File: config.mk
export PLATFORM = sky130hd
export DESIGN_NAME = qdac_update_ctrl
export DESIGN_NICKNAME = d
export VERILOG_FILES = /design/src/rtl/qdac_pkg.sv /design/src/rtl/qdac_addr_match.sv /design/src/rtl/qdac_txn.sv /design/src/rtl/qdac_chan.sv /design/src/rtl/qdac_update_ctrl.sv
export SDC_FILE = /design/constraint.sdc
export NUM_CORES = 1
export LEC_CHECK = 0
export ABC_AREA = 1
export BUFFER_PORTS_ARGS = -buffer_cell sky130_fd_sc_hd__buf_2
export CAP_MARGIN = 25
export CORE_MARGIN = 3
export CORE_UTILIZATION = 60
export CTS_CLUSTER_DIAMETER = 40
export DETAILED_ROUTE_END_ITERATION = 12
export GPL_TIMING_DRIVEN = 0
export PLACE_DENSITY = 0.89
export SLEW_MARGIN = 20
export SYNTH_ARGS = -nofsm -noshare
export SYNTH_HDL_FRONTEND = slang
export SYNTH_HIERARCHICAL = 1
export SYNTH_SLANG_ARGS = --single-unit
File: constraint.sdc
create_clock -name clk -period 4.9 [get_ports clk]
set_input_delay 0.245 -clock clk [delete_from_list [all_inputs] [get_ports clk]]
set_output_delay 0.245 -clock clk [all_outputs]
set_load 0.05 [all_outputs]
File: src/rtl/qdac_pkg.sv
package qdac_pkg;

   typedef enum logic [1:0] {
      LD_STAGE  = 2'b00,
      LD_SINGLE = 2'b01,
      LD_SYNC   = 2'b10,
      LD_ALL    = 2'b11
   } load_mode_e;

   typedef struct packed {
      logic [1:0]  ext;
      load_mode_e  mode;
      logic        unused;
      logic [1:0]  sel;
      logic        pdn;
   } ctrl_t;

   typedef enum logic [1:0] {
      PH_IDLE,
      PH_CTRL,
      PH_HI,
      PH_LO
   } phase_e;

endpackage

File: src/rtl/qdac_addr_match.sv
module qdac_addr_match #(
   parameter int         ADDR_W    = 7,
   parameter int         PIN_W     = 2,
   parameter logic [6:0] BCAST_ADR = 7'b1001000,
   parameter logic [4:0] DEV_HI    = 5'b10011
) (
   input  logic              start_vld,
   input  logic [ADDR_W-1:0] addr7,
   input  logic              rd,
   input  logic [PIN_W-1:0]  pin_lo,
   output logic              ack
);

   localparam int HI_W = ADDR_W - PIN_W;

   generate
      if (HI_W != 5) begin : g_bad_w
         $error("qdac_addr_match: address split must leave 5 fixed bits");
      end
   endgenerate

   logic own_hit, bcast_hit;

   always_comb begin
      own_hit   = (addr7 == {DEV_HI, pin_lo});
      bcast_hit = (addr7 == BCAST_ADR) && !rd;
      ack       = start_vld && (own_hit || bcast_hit);
   end

endmodule

File: src/rtl/qdac_txn.sv
module qdac_txn
   import qdac_pkg::*;
#(
   parameter int DATA_W = 16,
   localparam int BYTE_W = DATA_W / 2
) (
   input  logic              clk,
   input  logic              rst_n,
   input  logic              start_vld,
   input  logic              ack,
   input  logic              rd,
   input  logic              ctrl_vld,
   input  logic [7:0]        ctrl_byte,
   input  logic              hi_vld,
   input  logic [BYTE_W-1:0] hi_byte,
   input  logic              lo_vld,
   input  logic [BYTE_W-1:0] lo_byte,
   input  logic              stop_vld,
   output logic              commit,
   output ctrl_t             ctrl_q,
   output logic [DATA_W-1:0] word
);

   phase_e            ph_q;
   logic [BYTE_W-1:0] hi_q;

   always_comb begin
      commit = lo_vld && (ph_q == PH_LO);
      word   = {hi_q, lo_byte};
   end

   always_ff @(posedge clk or negedge rst_n) begin
      if (!rst_n) begin
         ph_q   <= PH_IDLE;
         ctrl_q <= '0;
         hi_q   <= '0;
      end else if (start_vld) begin
         ph_q <= (ack && !rd) ? PH_CTRL : PH_IDLE;
      end else if (stop_vld) begin
         ph_q <= PH_IDLE;
      end else begin
         unique case (ph_q)
            PH_CTRL: if (ctrl_vld) begin
               ctrl_q <= ctrl_t'(ctrl_byte);
               ph_q   <= PH_HI;
            end
            PH_HI: if (hi_vld) begin
               hi_q <= hi_byte;
               ph_q <= PH_LO;
            end
            PH_LO: if (lo_vld) ph_q <= PH_CTRL;
            default: ;
         endcase
      end
   end

endmodule

File: src/rtl/qdac_chan.sv
module qdac_chan #(
   parameter int DATA_W = 16,
   parameter int PD_W   = 2
) (
   input  logic              clk,
   input  logic              rst_n,
   input  logic              ld_new_stg,
   input  logic              ld_new_act,
   input  logic              ld_stg2act,
   input  logic              is_pdn,
   input  logic [DATA_W-1:0] data,
   output logic [DATA_W-1:0] code,
   output logic [PD_W-1:0]   pd
);

   logic [DATA_W-1:0] stg_code;
   logic [PD_W-1:0]   stg_pd;
   logic [PD_W-1:0]   pd_req;

   assign pd_req = data[DATA_W-1 -: PD_W];

   always_ff @(posedge clk or negedge rst_n) begin
      if (!rst_n) begin
         stg_code <= '0;
         stg_pd   <= '0;
      end else if (ld_new_stg) begin
         if (is_pdn) begin
            stg_pd <= pd_req;
         end else begin
            stg_code <= data;
            stg_pd   <= '0;
         end
      end
   end

   always_ff @(posedge clk or negedge rst_n) begin
      if (!rst_n) begin
         code <= '0;
         pd   <= '0;
      end else if (ld_new_act) begin
         if (is_pdn) begin
            pd <= pd_req;
         end else begin
            code <= data;
            pd   <= '0;
         end
      end else if (ld_stg2act) begin
         code <= stg_code;
         pd   <= stg_pd;
      end
   end

endmodule

File: src/rtl/qdac_update_ctrl.sv
module qdac_update_ctrl
   import qdac_pkg::*;
#(
   parameter int         NUM_CH    = 4,
   parameter int         DATA_W    = 16,
   parameter int         PD_W      = 2,
   parameter logic [6:0] BCAST_ADR = 7'b1001000,
   parameter logic [4:0] DEV_HI    = 5'b10011
) (
   input  logic                     clk,
   input  logic                     rst_n,
   input  logic                     start_vld,
   input  logic [6:0]               addr7,
   input  logic                     rd,
   input  logic                     ctrl_vld,
   input  logic [7:0]               ctrl_byte,
   input  logic                     hi_vld,
   input  logic [7:0]               hi_byte,
   input  logic                     lo_vld,
   input  logic [7:0]               lo_byte,
   input  logic                     stop_vld,
   input  logic [3:0]               addr_pin,
   output logic                     ack,
   output logic [NUM_CH*DATA_W-1:0] dac_code,
   output logic [NUM_CH*PD_W-1:0]   pd_state
);

   localparam int SEL_W = $clog2(NUM_CH);

   generate
      if (NUM_CH != 4 || SEL_W != 2) begin : g_bad_ch
         $error("qdac_update_ctrl: control byte addresses exactly four channels");
      end
      if (DATA_W != 16) begin : g_bad_data
         $error("qdac_update_ctrl: data word is two bytes");
      end
      if (PD_W != 2) begin : g_bad_pd
         $error("qdac_update_ctrl: power-down mode is two bits");
      end
   endgenerate

   logic              commit;
   ctrl_t             ctrl_q;
   logic [DATA_W-1:0] word;
   logic              hit;

   qdac_addr_match #(
      .ADDR_W   (7),
      .PIN_W    (2),
      .BCAST_ADR(BCAST_ADR),
      .DEV_HI   (DEV_HI)
   ) u_match (
      .start_vld(start_vld),
      .addr7    (addr7),
      .rd       (rd),
      .pin_lo   (addr_pin[1:0]),
      .ack      (ack)
   );

   qdac_txn #(
      .DATA_W(DATA_W)
   ) u_txn (
      .clk      (clk),
      .rst_n    (rst_n),
      .start_vld(start_vld),
      .ack      (ack),
      .rd       (rd),
      .ctrl_vld (ctrl_vld),
      .ctrl_byte(ctrl_byte),
      .hi_vld   (hi_vld),
      .hi_byte  (hi_byte),
      .lo_vld   (lo_vld),
      .lo_byte  (lo_byte),
      .stop_vld (stop_vld),
      .commit   (commit),
      .ctrl_q   (ctrl_q),
      .word     (word)
   );

   assign hit = commit && ((ctrl_q.mode == LD_ALL) || (ctrl_q.ext == addr_pin[3:2]));

   for (genvar ch = 0; ch < NUM_CH; ch++) begin : g_ch
      logic is_sel, new_stg, new_act, stg2act;

      always_comb begin
         is_sel = (ctrl_q.sel == SEL_W'(ch));
         unique case (ctrl_q.mode)
            LD_STAGE: begin
               new_stg = is_sel; new_act = 1'b0; stg2act = 1'b0;
            end
            LD_SINGLE: begin
               new_stg = is_sel; new_act = is_sel; stg2act = 1'b0;
            end
            LD_SYNC: begin
               new_stg = is_sel; new_act = is_sel; stg2act = !is_sel;
            end
            default: begin
               new_stg = ctrl_q.sel[1]; new_act = ctrl_q.sel[1]; stg2act = !ctrl_q.sel[1];
            end
         endcase
      end

      qdac_chan #(
         .DATA_W(DATA_W),
         .PD_W  (PD_W)
      ) u_chan (
         .clk       (clk),
         .rst_n     (rst_n),
         .ld_new_stg(hit && new_stg),
         .ld_new_act(hit && new_act),
         .ld_stg2act(hit && stg2act),
         .is_pdn    (ctrl_q.pdn),
         .data      (word),
         .code      (dac_code[ch*DATA_W +: DATA_W]),
         .pd        (pd_state[ch*PD_W +: PD_W])
      );
   end

endmodule

---- Word-level counts from Yosys, hierarchy flattened ----
Cells that the tools add are included.
cells by class
  bitwise logic cells ..................... 3
  multiplexer cells ....................... 37
  equality and inequality tests ........... 19
  reductions and logical operators ........ 46
operator list
  cell                                                             count
  16-bit two-way mux                                               9
  2-bit two-way mux                                                14
  1-bit logical AND                                                17
  1-bit case mux with 2 select lines                               8
  2-bit AND reduction                                              8
  2-bit == test, second input constant                             6
  4-bit != test, second input constant                             3
  4-bit AND reduction                                              3
  2-bit != test, second input constant                             4
  2-bit nonzero test                                               4
  7-bit == test                                                    1
  7-bit == test, second input constant                             1
  2-bit by 1-bit == test with 1-bit output, second input constant  3
  1-bit zero test                                                  6
  2-bit case mux with 3 select lines                               1
  1-bit two-way mux                                                5
  5-bit nonzero test                                               1
  2-bit zero test                                                  2
  2-bit OR reduction                                               2
  1-bit inverter                                                   3
  3-bit OR reduction                                               1
  2-bit == test                                                    1
  1-bit logical OR                                                 2
storage, ports and cells
  flip-flop bits (word level) ............. 161
  output and inout port bits .............. 73
  bits of input ports ..................... 43
  logic and storage cells ................. 127

---- Logic depth before layout (Yosys ltp) ----
Gate-level depths: netlist of run 1.
  depth in word-level cells ............... 7
  mapped depth ............................ 14
  depth with buffers taken out ............ 12

---- Hierarchy ----
The synthesis of run 1 kept the hierarchy.
modules (own cells, without submodules)
  module            times used  cells each  area an instance (um^2)  seq. area each (um^2)
  qdac_chan         4           212         1766.7                   900.9
  qdac_txn          1           102         947.2                    450.4
  qdac_update_ctrl  1           50          240.2                    0.0
  qdac_addr_match   1           18          90.1                     0.0

---- Worst setup path before layout of run 1 ----
Ideal clock, no wire load.
  path type ............................... register to register
  start ................................... register u_txn/ctrl_q[4] (netlist name)
  end ..................................... register g_ch[0].u_chan.code[5]
  data arrival time ....................... 1.840 ns
  path slack .............................. 2.944 ns
  period minus slack after synthesis ...... 1.956 ns
  library setup time ...................... 0.117 ns
  buffers on the path ..................... 1
  cell stages (with the launch flop) ...... 11
  required time ........................... 4.783 ns
  cell sequence ........................... dfrtp_1 > ha_1 > inv_2 > or2_4 > o21ai_1 > nand2_1 > nor2_1 > nand2_8 > buf_6 > nand3_1 > nand2_2
between the ends
  cells in the longest elaborated chain, start to end .. 6
  elaborated cells on any way between the ends .. 16
  those cells by class .................... eq/ne (4); mux (3); reduce/logical (9)
ends and longest elaborated chain
  what                                                                     line                                              source
  2-bit == test, or another cell as far along                              qdac_update_ctrl.sv:87                            unique case (ctrl_q.mode)
  2-bit OR reduction (no source line) or 1-bit logical OR (tied branches)  n/a
  1-bit case mux with 2 select lines or 1-bit logical AND (tied branches)  qdac_update_ctrl.sv:87, qdac_update_ctrl.sv:80
  1-bit logical AND, on equally long branches                              qdac_update_ctrl.sv:110, qdac_update_ctrl.sv:111
  2-bit != test (no source line) or 2-bit nonzero test (tied branches)     n/a
  2-bit AND reduction (no source line)                                     n/a
  end signal, assigned                                                     qdac_chan.sv:44                                   code <= data;
  end signal, assigned                                                     qdac_chan.sv:48                                   code <= stg_code;
  end, declared                                                            qdac_chan.sv:12                                   output logic [DATA_W-1:0] code,
Several ways; a longest one is shown, not always the timed one.
A chain may end at the register's enable or synchronous reset.

---- Worst setup path in the final report of run 1 ----
  start ................................... register u_txn/ctrl_q[4] (netlist name)
  end ..................................... register g_ch[0].u_chan.code[10]
between the ends
  cells in the longest elaborated chain, start to end .. 6
  elaborated cells on any way between the ends .. 16
  those cells by class .................... eq/ne (4); mux (3); reduce/logical (9)
ends and longest elaborated chain
  what                                                                     line
  2-bit == test, or another cell as far along                              qdac_update_ctrl.sv:87
  2-bit OR reduction (no source line) or 1-bit logical OR (tied branches)  n/a
  1-bit case mux with 2 select lines or 1-bit logical AND (tied branches)  qdac_update_ctrl.sv:87, qdac_update_ctrl.sv:80
  1-bit logical AND, on equally long branches                              qdac_update_ctrl.sv:110, qdac_update_ctrl.sv:111
  2-bit != test (no source line) or 2-bit nonzero test (tied branches)     n/a
  2-bit AND reduction (no source line)                                     n/a
Several ways; a longest one is shown, not always the timed one.

==> impl_results.md, run 1 <==
* Synthesized Nets at approximately 1.1k
* Worst slew pin tran at approximately 870 ps
* Gate Count Post-Synth at slightly above 1k
* Min Tclk post-route at ~2400 ps
* Setup repair after global routing missed its margin: false
* Worst r2r src: u_txn/ctrl_q[4]
* Setup TNS at 0 ps
* Post-CTS Setup Repair Bufs at 0
* Post-route ant nets at 0
* R2R depth at 11
* Worst min path class: input port to flip-flop
* Clock Tree Root: clkbuf_16
* Grt met2 use at roughly 46%
* # setup viols final at 0
* Buf/Inv on CP at 2
* Syn. warnings at 6
* GRT Overall Usage at approximately 28%
* Mapped Area at 0.00830 mm2
* WP data arrival at ~2700 ps
* Pins Over Slew Limit at 0
* Initial DRC count at 706
* CP top delay family: simple AND/OR/NAND/NOR gates
* Routed WL at about 21000 um
* Endpoint type of the worst setup path: flip-flop
* Initial antenna violation count at 0
* Area grow syn2layout at 17.1%
* Die height at 124 um
* DR vias/cell at 5.44
* Diodes inserted at 0
* Rel. slew slack at a little over two fifths
* Pre-antenna DRT Iters at 5
* CTS tree: yes
* # rows at 42
* Status: complete, no violations
* Wire length per cell at 15.4 um
* Htree depth at 4
* Core outline area at between 0.01 and 0.015 mm2
* Worst Path Class, Setup: flip-flop to flip-flop
* Nets at 1187
* Bufs on Longest Clock Path at 2
* Worst Hold Slack at approximately 51 ps
* Routability Congestion at around 0.86
* WP data required at ~5300 ps
* Crit path depth at 11
* Reg2Reg Setup Slack at around 2500 ps
* Inserted Clock Buffers at 17
* Fmax at approximately 420 MHz
* Total number of vias at 7231
* Initial core utilization at just over 60%
* DIE WIDTH at 124 um
* Worst Setup EP: g_ch[0].u_chan/code[10]
* DP HPWL at roughly 14000 um
* Max-cap violation count at 0
* Vias in the first global route at 6978
* Peak VDD IR at roughly 0.26 mV
* Layout cell share with drive strength beyond 1 at a little over a quarter
* PD cells at 321 mW/mm2
* Syn_area_per_cell at about 8 um2
* Die area at 0.0153 mm2
* Clock Skew at 7.05 ps
* Worst path cell trace: ha_1 > inv_2 > or2_4 > o21ai_1 > nand2_1 > nor2_1 > nand2_8 > nand2_8 > buf_12 > nand2_2 > nand2_1
* Number of top-level pins at between 100 and 150
* Overflow after GRT at 0
* First-pass GRT wire length at 33300 um
* Post-Place Setup Slack at between 2000 and 3000 ps
* CP max stage delay at ~500 ps
* Critical path's slowest cell: nor2_1
* Leakage at around 5.6 nW
* Clk slew on worst S/H paths at around 60 ps
* Critical Path Start: u_txn/ctrl_q[4]
* Met1 Track Usage GR at a little over a third
* DRC violations left at 0
* Clock Sinks at roughly 160
* Crit path max fanout at 10
* Gr busiest metal: met2
* Setup ws final at roughly 2500 ps
* Met3 Track Usage GR at under 10%
* Post-route clock period utilization at 48.0%
* Type of origin of the critical path: flip-flop
* Largest net degree at the start of global routing at 96
* Fill cells at 953
* Fin. Hold Viols at 0
* Util after Layout at slightly above 70%
* Clock Latency Late Sink at ~430 ps
* Final Power at approximately 3.1 mW
* I/O Buffers at approximately 110
* Reg2Reg Capture Point: g_ch[0].u_chan/code[10]
==> state kept, by name, indices dropped and copies added (netlist names) <==
name / flops
g_ch.u_chan/code: 64
g_ch.u_chan/stg_code: 64
u_txn/ctrl_q: 7
u_txn/hi_q: 8
g_ch.u_chan/pd: 8
g_ch.u_chan/stg_pd: 8
u_txn/ph_q: 2
==> power breakdown <==
part	switching (mW)	internal, mW
Clock	0.515	0.874
Sequential	0.122	1.37
Combinational	0.169	0.0740
Total	0.806	2.32
==> cell usage in the layout, fill, tap and decap left out, types with 3 or more instances in the layout <==
| cell type | count |
|---|---|
| nand2_4 | 4 |
| clkbuf_16 | 17 |
| nand3_1 | 165 |
| nand2_2 | 80 |
| nand2_1 | 443 |
| o211ai_1 | 3 |
| nand2_8 | 8 |
| nor2_2 | 3 |
| buf_12 | 8 |
| clkinv_2 | 5 |
| buf_1 | 4 |
| inv_1 | 31 |
| o21ai_2 | 15 |
| inv_4 | 4 |
| o21ai_0 | 5 |
| ha_1 | 3 |
| inv_2 | 6 |
| buf_2 | 118 |
| nor2_1 | 23 |
| buf_4 | 12 |
| dfrtp_1 | 161 |
| bufinv_16 | 4 |
| buf_6 | 14 |
==> final cells by class <==
| class | count | area, um2 | area share (%) |
|---|---|---|---|
| flip-flops and latches | 161 | 4030 | 41.4 |
| multi-input cells | 761 | 3620 | 37.3 |
| repair buffers | 108 | 578 | 5.95 |
| plain buffers | 51 | 488 | 5.02 |
| clock buffers | 21 | 460 | 4.74 |
| well taps | 176 | 220 | 2.27 |
| inverters | 41 | 164 | 1.69 |
| clock inverters | 11 | 160 | 1.65 |
==> how the worst min path moves through the flow <==
stage	from	to	depth (start not counted)
2_1_floorplan	rst_n	g_ch[0].u_chan/code[0]	0
3_3_place_gp	g_ch[3].u_chan/stg_code[12]	g_ch[3].u_chan/stg_code[12]	2
3_5_place_dp	rst_n	g_ch[2].u_chan/code[13]	1
4_1_cts	ctrl_byte[7]	u_txn/ctrl_q[7]	3
5_1_grt	ctrl_byte[1]	u_txn/ctrl_q[1]	3
6_report	ctrl_byte[7]	u_txn/ctrl_q[7]	3
==> worst reg2reg max path: stages (launching register included) <==
cell and delay (ps):
dfrtp_1 420, ha_1 340, inv_2 70, or2_4 250
o21ai_1 110, nand2_1 70, nor2_1 500, nand2_8 150
nand2_8 120, buf_12 140, nand2_2 50, nand2_1 50
==> stage by stage <==
step | instances | area [um2]
finish | 1330 | 9720
global route | 1330 | 9720
CTS | 1330 | 9720
global placement | 1296 | 9050
floorplan | 1014 | 8300
detailed placement | 1297 | 9090
==> metal layers <==
metal | vias up | wire length, um
met4 | 0 | 768
li1 | 3448 | -
met3 | 65 | 1760
met5 | - | 0
met1 | 3380 | 7890
met2 | 338 | 10100
==> timing repair <==
action	CTS	global route
resized for setup	0	0
hold buffers	1	0
endpoints found under the hold margin	66	0
Power figures use the tool's default switching activity.
==> inputs of run 2 (changes only) <==
--- a/config.mk
+++ b/config.mk
@@ -9,11 +9,11 @@
 export BUFFER_PORTS_ARGS = -buffer_cell sky130_fd_sc_hd__buf_2
 export CAP_MARGIN = 25
 export CORE_MARGIN = 3
-export CORE_UTILIZATION = 60
+export CORE_UTILIZATION = 58
 export CTS_CLUSTER_DIAMETER = 40
 export DETAILED_ROUTE_END_ITERATION = 12
 export GPL_TIMING_DRIVEN = 0
-export PLACE_DENSITY = 0.89
+export PLACE_DENSITY = 0.86
 export SLEW_MARGIN = 20
 export SYNTH_ARGS = -nofsm -noshare
 export SYNTH_HDL_FRONTEND = slang
==> constraint.sdc (replaced) <==
create_clock -name clk -period 2.45 [get_ports clk]
set_input_delay 0.1225 -clock clk [delete_from_list [all_inputs] [get_ports clk]]
set_output_delay 0.1225 -clock clk [all_outputs]
set_load 0.05 [all_outputs]
==> impl_results.md, run 2 (synthesis gave the netlist of run 1 again) <==
* Biggest regs: g_ch.u_chan/code (64), g_ch.u_chan/stg_code (64)
* Clock Latency Late Sink at between 400 and 500 ps
* Peak VDD IR at about 0.5 mV
* I/O Buffers at approximately 110
* Fin. Hold Viols at 0
* Register Area at 0.00403 mm2
* Setup repair after global routing missed its margin: false
* Inserted Clock Buffers at 17
* Layout cell share with drive strength beyond 1 at 27.0%
* Nets at roughly 1.2k
* Wire length per cell at between 15 and 20 um
* Placed cell areas at around 0.0091 mm2
* WP data required at approximately 2800 ps
* Total number of vias at between 7k and 8k
* Cell mode on critical path: nand2_1
* Initial antenna violation count at 0
* Largest net degree at the start of global routing at between 80 and 90
* First-pass GRT wire length at 35100 um
* Status: complete, no violations
* Bufs on Longest Clock Path at 2
* Clk slew on worst S/H paths at roughly 60 ps
* CP top delay family: simple AND/OR/NAND/NOR gates
* Pre-antenna DRT Iters at 5
* GRT Overall Usage at roughly 28%
* Clock Tree Root: clkbuf_16
* Core outline area at 0.0139 mm2
* Area occupied by multi-input gates at ~0.0036 mm2
* Leakage at 5.62 nW
* Post-CTS Setup Repair Bufs at 0
* Pins Over Slew Limit at 0
* PD cells at 622 mW/mm2
* CTS tree: yes
* Worst slew pin tran at approximately 870 ps
* Initial DRC count at 631
* Max-cap violation count at 0
* Buf/Inv on CP at 3
* DIE WIDTH at ~130 um
* Non-Filler Cell Area, Final at 0.00986 mm2
* Routability Congestion at roughly 0.83
* Number of top-level pins at 116
* WP data arrival at roughly 2600 ps
* Worst path cell trace: nand2_1 > nor2_1 > nand2_1 > buf_2 > nor2_1 > inv_4 > nand2_8 > nand2_8 > buf_12 > nand2_2 > nand2_1
* Initial core utilization at 59.6%
* Routed WL at 20900 um
* Post-route clock period utilization at roughly nine tenths
* Clock Skew at ~7.5 ps
* Critical path's slowest cell: dfrtp_1
* Post-route ant nets at 0
* Clock Sinks at 161
* CP max stage delay at around 530 ps
* Htree depth at 4
* Overflow after GRT at 0
* Vias in the first global route at 7140
* Crit path max fanout at 10
* Most frequent cells in the layout: nand2_1 (443), nand3_1 (165), dfrtp_1 (161)
* Commonest non-fill, non-tap cell in the layout: nand2_1
* Die area at 0.0158 mm2
* Rel. slew slack at between 40% and 50%
* DRC violations left at 0
* Worst Path Class, Setup: flip-flop to flip-flop
* Endpoint type of the worst setup path: flip-flop
* # setup viols final at 0
* Min Tclk post-route at between 2000 and 2500 ps
* Fill cells at 1055
* Area grow syn2layout at 18.7%
* Fmax at 445 MHz
* Setup TNS at 0 ps
* DR vias/cell at around 5.4
* Diodes inserted at 0
* Worst min path class: input port to flip-flop
* # rows at 43
* Die height at ~130 um
* DP HPWL at 13500 um
* Worst Hold Slack at around 27 ps
* Type of origin of the critical path: flip-flop
[run 2: cell count changes in the layout (fill, tap and decap cells not counted), sizes merged]
cell | previous run | this run
bufinv | 4 | 2
clkinvlp | 2 | 3
clkbuf | 21 | 22
dlygate4sd3 | 1 | 16
[run 2: path summary, 6_finish.rpt]
check	slack, ps	start	to	cells past startpoint
worst max-delay path	200	u_txn/ph_q[0]	g_ch[1].u_chan/code[13]	11
worst min-delay path	30	lo_byte[6]	g_ch[1].u_chan/stg_code[6]	3
worst max register to register	200	u_txn/ph_q[0]	g_ch[1].u_chan/code[13]	11
worst min register to register	470	g_ch[2].u_chan/stg_code[4]	g_ch[2].u_chan/stg_code[4]	2
max in group asynchronous	1370	rst_n	g_ch[3].u_chan/code[4]	3
min in group asynchronous	270	rst_n	g_ch[0].u_chan/code[7]	2
[run 2: per-stage QoR]
stage / instances / worst slack, ps / util, % / power [mW]
3_5_place_dp: 1301 / 155 / 65.3 / 3.51
5_1_grt: 1349 / 27.7 / 70.7 / 6.36
3_3_place_gp: 1300 / -1100 / 65.0 / 3.48
4_1_cts: 1349 / 107 / 70.7 / 6.16
6_report: 1349 / 203 / 70.7 / 6.14
2_1_floorplan: 1014 / 494 / - / 3.23
[run 2: tightest hold or removal path, stage by stage]
cell and delay (ps):
buf_4 160, nand3_1 90, nand2_1 50
[run 2: final cells by class]
type                    count  area share (%)
plain buffers              51            4.95
flip-flops and latches    161            40.9
repair buffers            123            7.39
multi-input cells         761            36.8
clock buffers              22            4.91
clock inverters            10            1.09
well taps                 180            2.28
inverters                  41            1.66
[run 2: power breakdown]
| part | switching, mW | total (mW) | internal (mW) |
|---|---|---|---|
| registers | 0.255 | 2.99 | 2.74 |
| clock network | 1.04 | 2.64 | 1.60 |
| logic | 0.340 | 0.504 | 0.164 |
[run 2: repair_timing]
item,4_1_cts,5_1_grt
hold buffers,16,0
resized for setup,0,4
setup endpoints to repair,0,16
hold endpoints to repair,92,0
[run 2: per-layer routing]
layer  global-route usage [%]  routed length, um  up-vias
met5                        0                  0        -
met2                     43.8              10000      320
li1                         -                  -     3482
met1                     36.9               8390     3412
met3                     5.34               1700       69
met4                     13.1                837        0
==> inputs of run 3 (changes only) <==
--- a/config.mk
+++ b/config.mk
@@ -9,11 +9,11 @@
 export BUFFER_PORTS_ARGS = -buffer_cell sky130_fd_sc_hd__buf_2
 export CAP_MARGIN = 25
 export CORE_MARGIN = 3
-export CORE_UTILIZATION = 58
+export CORE_UTILIZATION = 55
 export CTS_CLUSTER_DIAMETER = 40
 export DETAILED_ROUTE_END_ITERATION = 12
 export GPL_TIMING_DRIVEN = 0
-export PLACE_DENSITY = 0.86
+export PLACE_DENSITY = 0.83
 export SLEW_MARGIN = 20
 export SYNTH_ARGS = -nofsm -noshare
 export SYNTH_HDL_FRONTEND = slang
==> constraint.sdc (replaced) <==
create_clock -name clk -period 2.9 [get_ports clk]
set_input_delay 0.145 -clock clk [delete_from_list [all_inputs] [get_ports clk]]
set_output_delay 0.145 -clock clk [all_outputs]
set_load 0.05 [all_outputs]
==> impl_results.md, run 3 (synthesis gave the netlist of run 1 again) <==
* Status: complete, no violations
* Setup repair after global routing missed its margin: false
* Crit path max fanout at 10
* Initial DRC count at approximately 590
* Biggest regs: g_ch.u_chan/code (64), g_ch.u_chan/stg_code (64)
* Reg2Reg Setup Slack at 490 ps
* Critical path's slowest cell: nor2_1
* Setup ws final at 493 ps
* GRT Overall Usage at around a quarter
* Non-Filler Cell Area, Final at roughly 0.01 mm2
* DRC violations left at 0
* Worst Path Class, Setup: flip-flop to flip-flop
* Initial core utilization at between 50% and 60%
* Diodes inserted at 0
* Core outline area at ~0.015 mm2
* Util after Layout at between 60% and 70%
* Clock Tree Root: clkbuf_16
* Clock Latency Late Sink at about 430 ps
* Die height at roughly 130 um
* Nets at 1203
* Total number of vias at 7204
* DP HPWL at 13600 um
* Type of origin of the critical path: flip-flop
* Post-Place Setup Slack at slightly below 600 ps
* Worst path cell trace: ha_1 > inv_2 > or2_4 > o21ai_1 > nand2_1 > nor2_1 > nand2_8 > buf_6 > nand3_1 > nand2_2
* Post-route ant nets at 0
* Number of top-level pins at around 120
* Htree depth at 4
* CTS tree: yes
* Inserted Clock Buffers at 17
* Post-route clock period utilization at roughly 83%
* Most frequent cells in the layout: nand2_1 (443), nand3_1 (165), dfrtp_1 (161)
* DIE WIDTH at 129 um
* Rel. slew slack at about 40%
* Commonest non-fill, non-tap cell in the layout: nand2_1
* Placed cell areas at around 0.0091 mm2
* Clock Sinks at about 160
* Largest net degree at the start of global routing at approximately 100
* I/O Buffers at 106
* Wire length per cell at approximately 15 um
* Min Tclk post-route at around 2400 ps
* Clk slew on worst S/H paths at 60 ps
* Peak VDD IR at approximately 0.43 mV
* Fin. Hold Viols at 0
* Worst r2r src: u_txn/ctrl_q[5]
* Bufs on Longest Clock Path at 2
* Area grow syn2layout at 19.5%
* Worst Setup EP: g_ch[0].u_chan/code[5]
* Critical Path Start: u_txn/ctrl_q[5]
* Vias in the first global route at 6837
* Max-cap violation count at 0
* Fmax at 415 MHz
* Initial antenna violation count at 0
* # setup viols final at 0
* Worst slew pin tran at roughly 900 ps
* Clock Skew at ~8.6 ps
* Reg2Reg Capture Point: g_ch[0].u_chan/code[5]
* Worst Hold Slack at 45.5 ps
* Routed WL at around 20000 um
* PD cells at 543 mW/mm2
* Worst min path class: input port to flip-flop
* # rows at 44
* Overflow after GRT at 0
* Endpoint type of the worst setup path: flip-flop
* Routability Congestion at between 0.8 and 0.9
* Die area at about 0.017 mm2
* WP data required at around 3200 ps
* R2R depth at 10
* Pins Over Slew Limit at 0
* Layout cell share with drive strength beyond 1 at roughly a quarter
* Pre-antenna DRT Iters at 6
* Fill cells at about 1.2k
* First-pass GRT wire length at about 33000 um
* WP data arrival at roughly 2700 ps
* Leakage at roughly 5.7 nW
* CP max stage delay at a little over 500 ps
* DR vias/cell at between 5 and 6
run 3: changes by cell type in the layout (fill, tap and decap cells not counted), sizes merged:
cell and change:
bufinv +3, clkinv -2, clkinvlp -2, buf +1
inv +1
run 3: worst min path at each step:
stage	depth (start not counted)	start	end
after floorplan	0	rst_n	g_ch[0].u_chan/code[0]
after global placement	3	ctrl_byte[6]	u_txn/ctrl_q[6]
after detailed placement	1	rst_n	g_ch[0].u_chan/code[8]
after CTS	4	rd	u_txn/ph_q[0]
after global routing	3	lo_byte[5]	g_ch[0].u_chan/stg_code[5]
final	4	rd	u_txn/ph_q[0]
run 3: critical path: cells and delay by family (launching register included):
family                   cells  cell delay, ps
buffers and inverters        2             250
flip-flops                   1             420
AO/OA/AOI/OAI                1             140
AND/OR/NAND/NOR              6            1140
adder cells (fa/ha/maj)      1             350
run 3: cell type report:
cell class | count | area (um2) | area share (%)
Sequential cell | 161 | 4030 | 40.6
Multi-Input combinational cell | 761 | 3620 | 36.5
Timing Repair Buffer | 124 | 756 | 7.61
Buffer | 51 | 488 | 4.92
Clock buffer | 22 | 454 | 4.58
Tap cell | 184 | 230 | 2.32
Clock inverter | 10 | 181 | 1.83
Inverter | 41 | 164 | 1.65
run 3: per-layer routing:
layer / GRT usage [%] / vias up / share of wire (%)
li1: - / 3483 / -
met1: 33.8 / 3412 / 42
met2: 42.0 / 266 / 49
met3: 4.57 / 43 / 5.8
met4: 10.1 / 0 / 2.6
met5: 0 / - / 0
run 3: per-stage QoR:
stage               instances  power (mW)  setup TNS [ps]
floorplan                1014        2.73               0
global placement         1304        2.94         -109500
detailed placement       1306        2.96               0
CTS                      1354        5.41               0
global route             1354        5.57               0
finish                   1354        5.39               0
run 3: power breakdown:
| group | leakage, nW | switching (mW) | internal [mW] | total [mW] |
|---|---|---|---|---|
| sequential | 2.23 | 0.210 | 2.31 | 2.53 |
| clock | 0.308 | 0.881 | 1.55 | 2.43 |
| combinational | 3.12 | 0.288 | 0.142 | 0.431 |
run 3: repair_timing:
item | CTS | global route
endpoints found under the hold margin | 116 | 0
hold buffers | 16 | 0
setup buffers | 0 | 0
gates resized for setup | 0 | 0
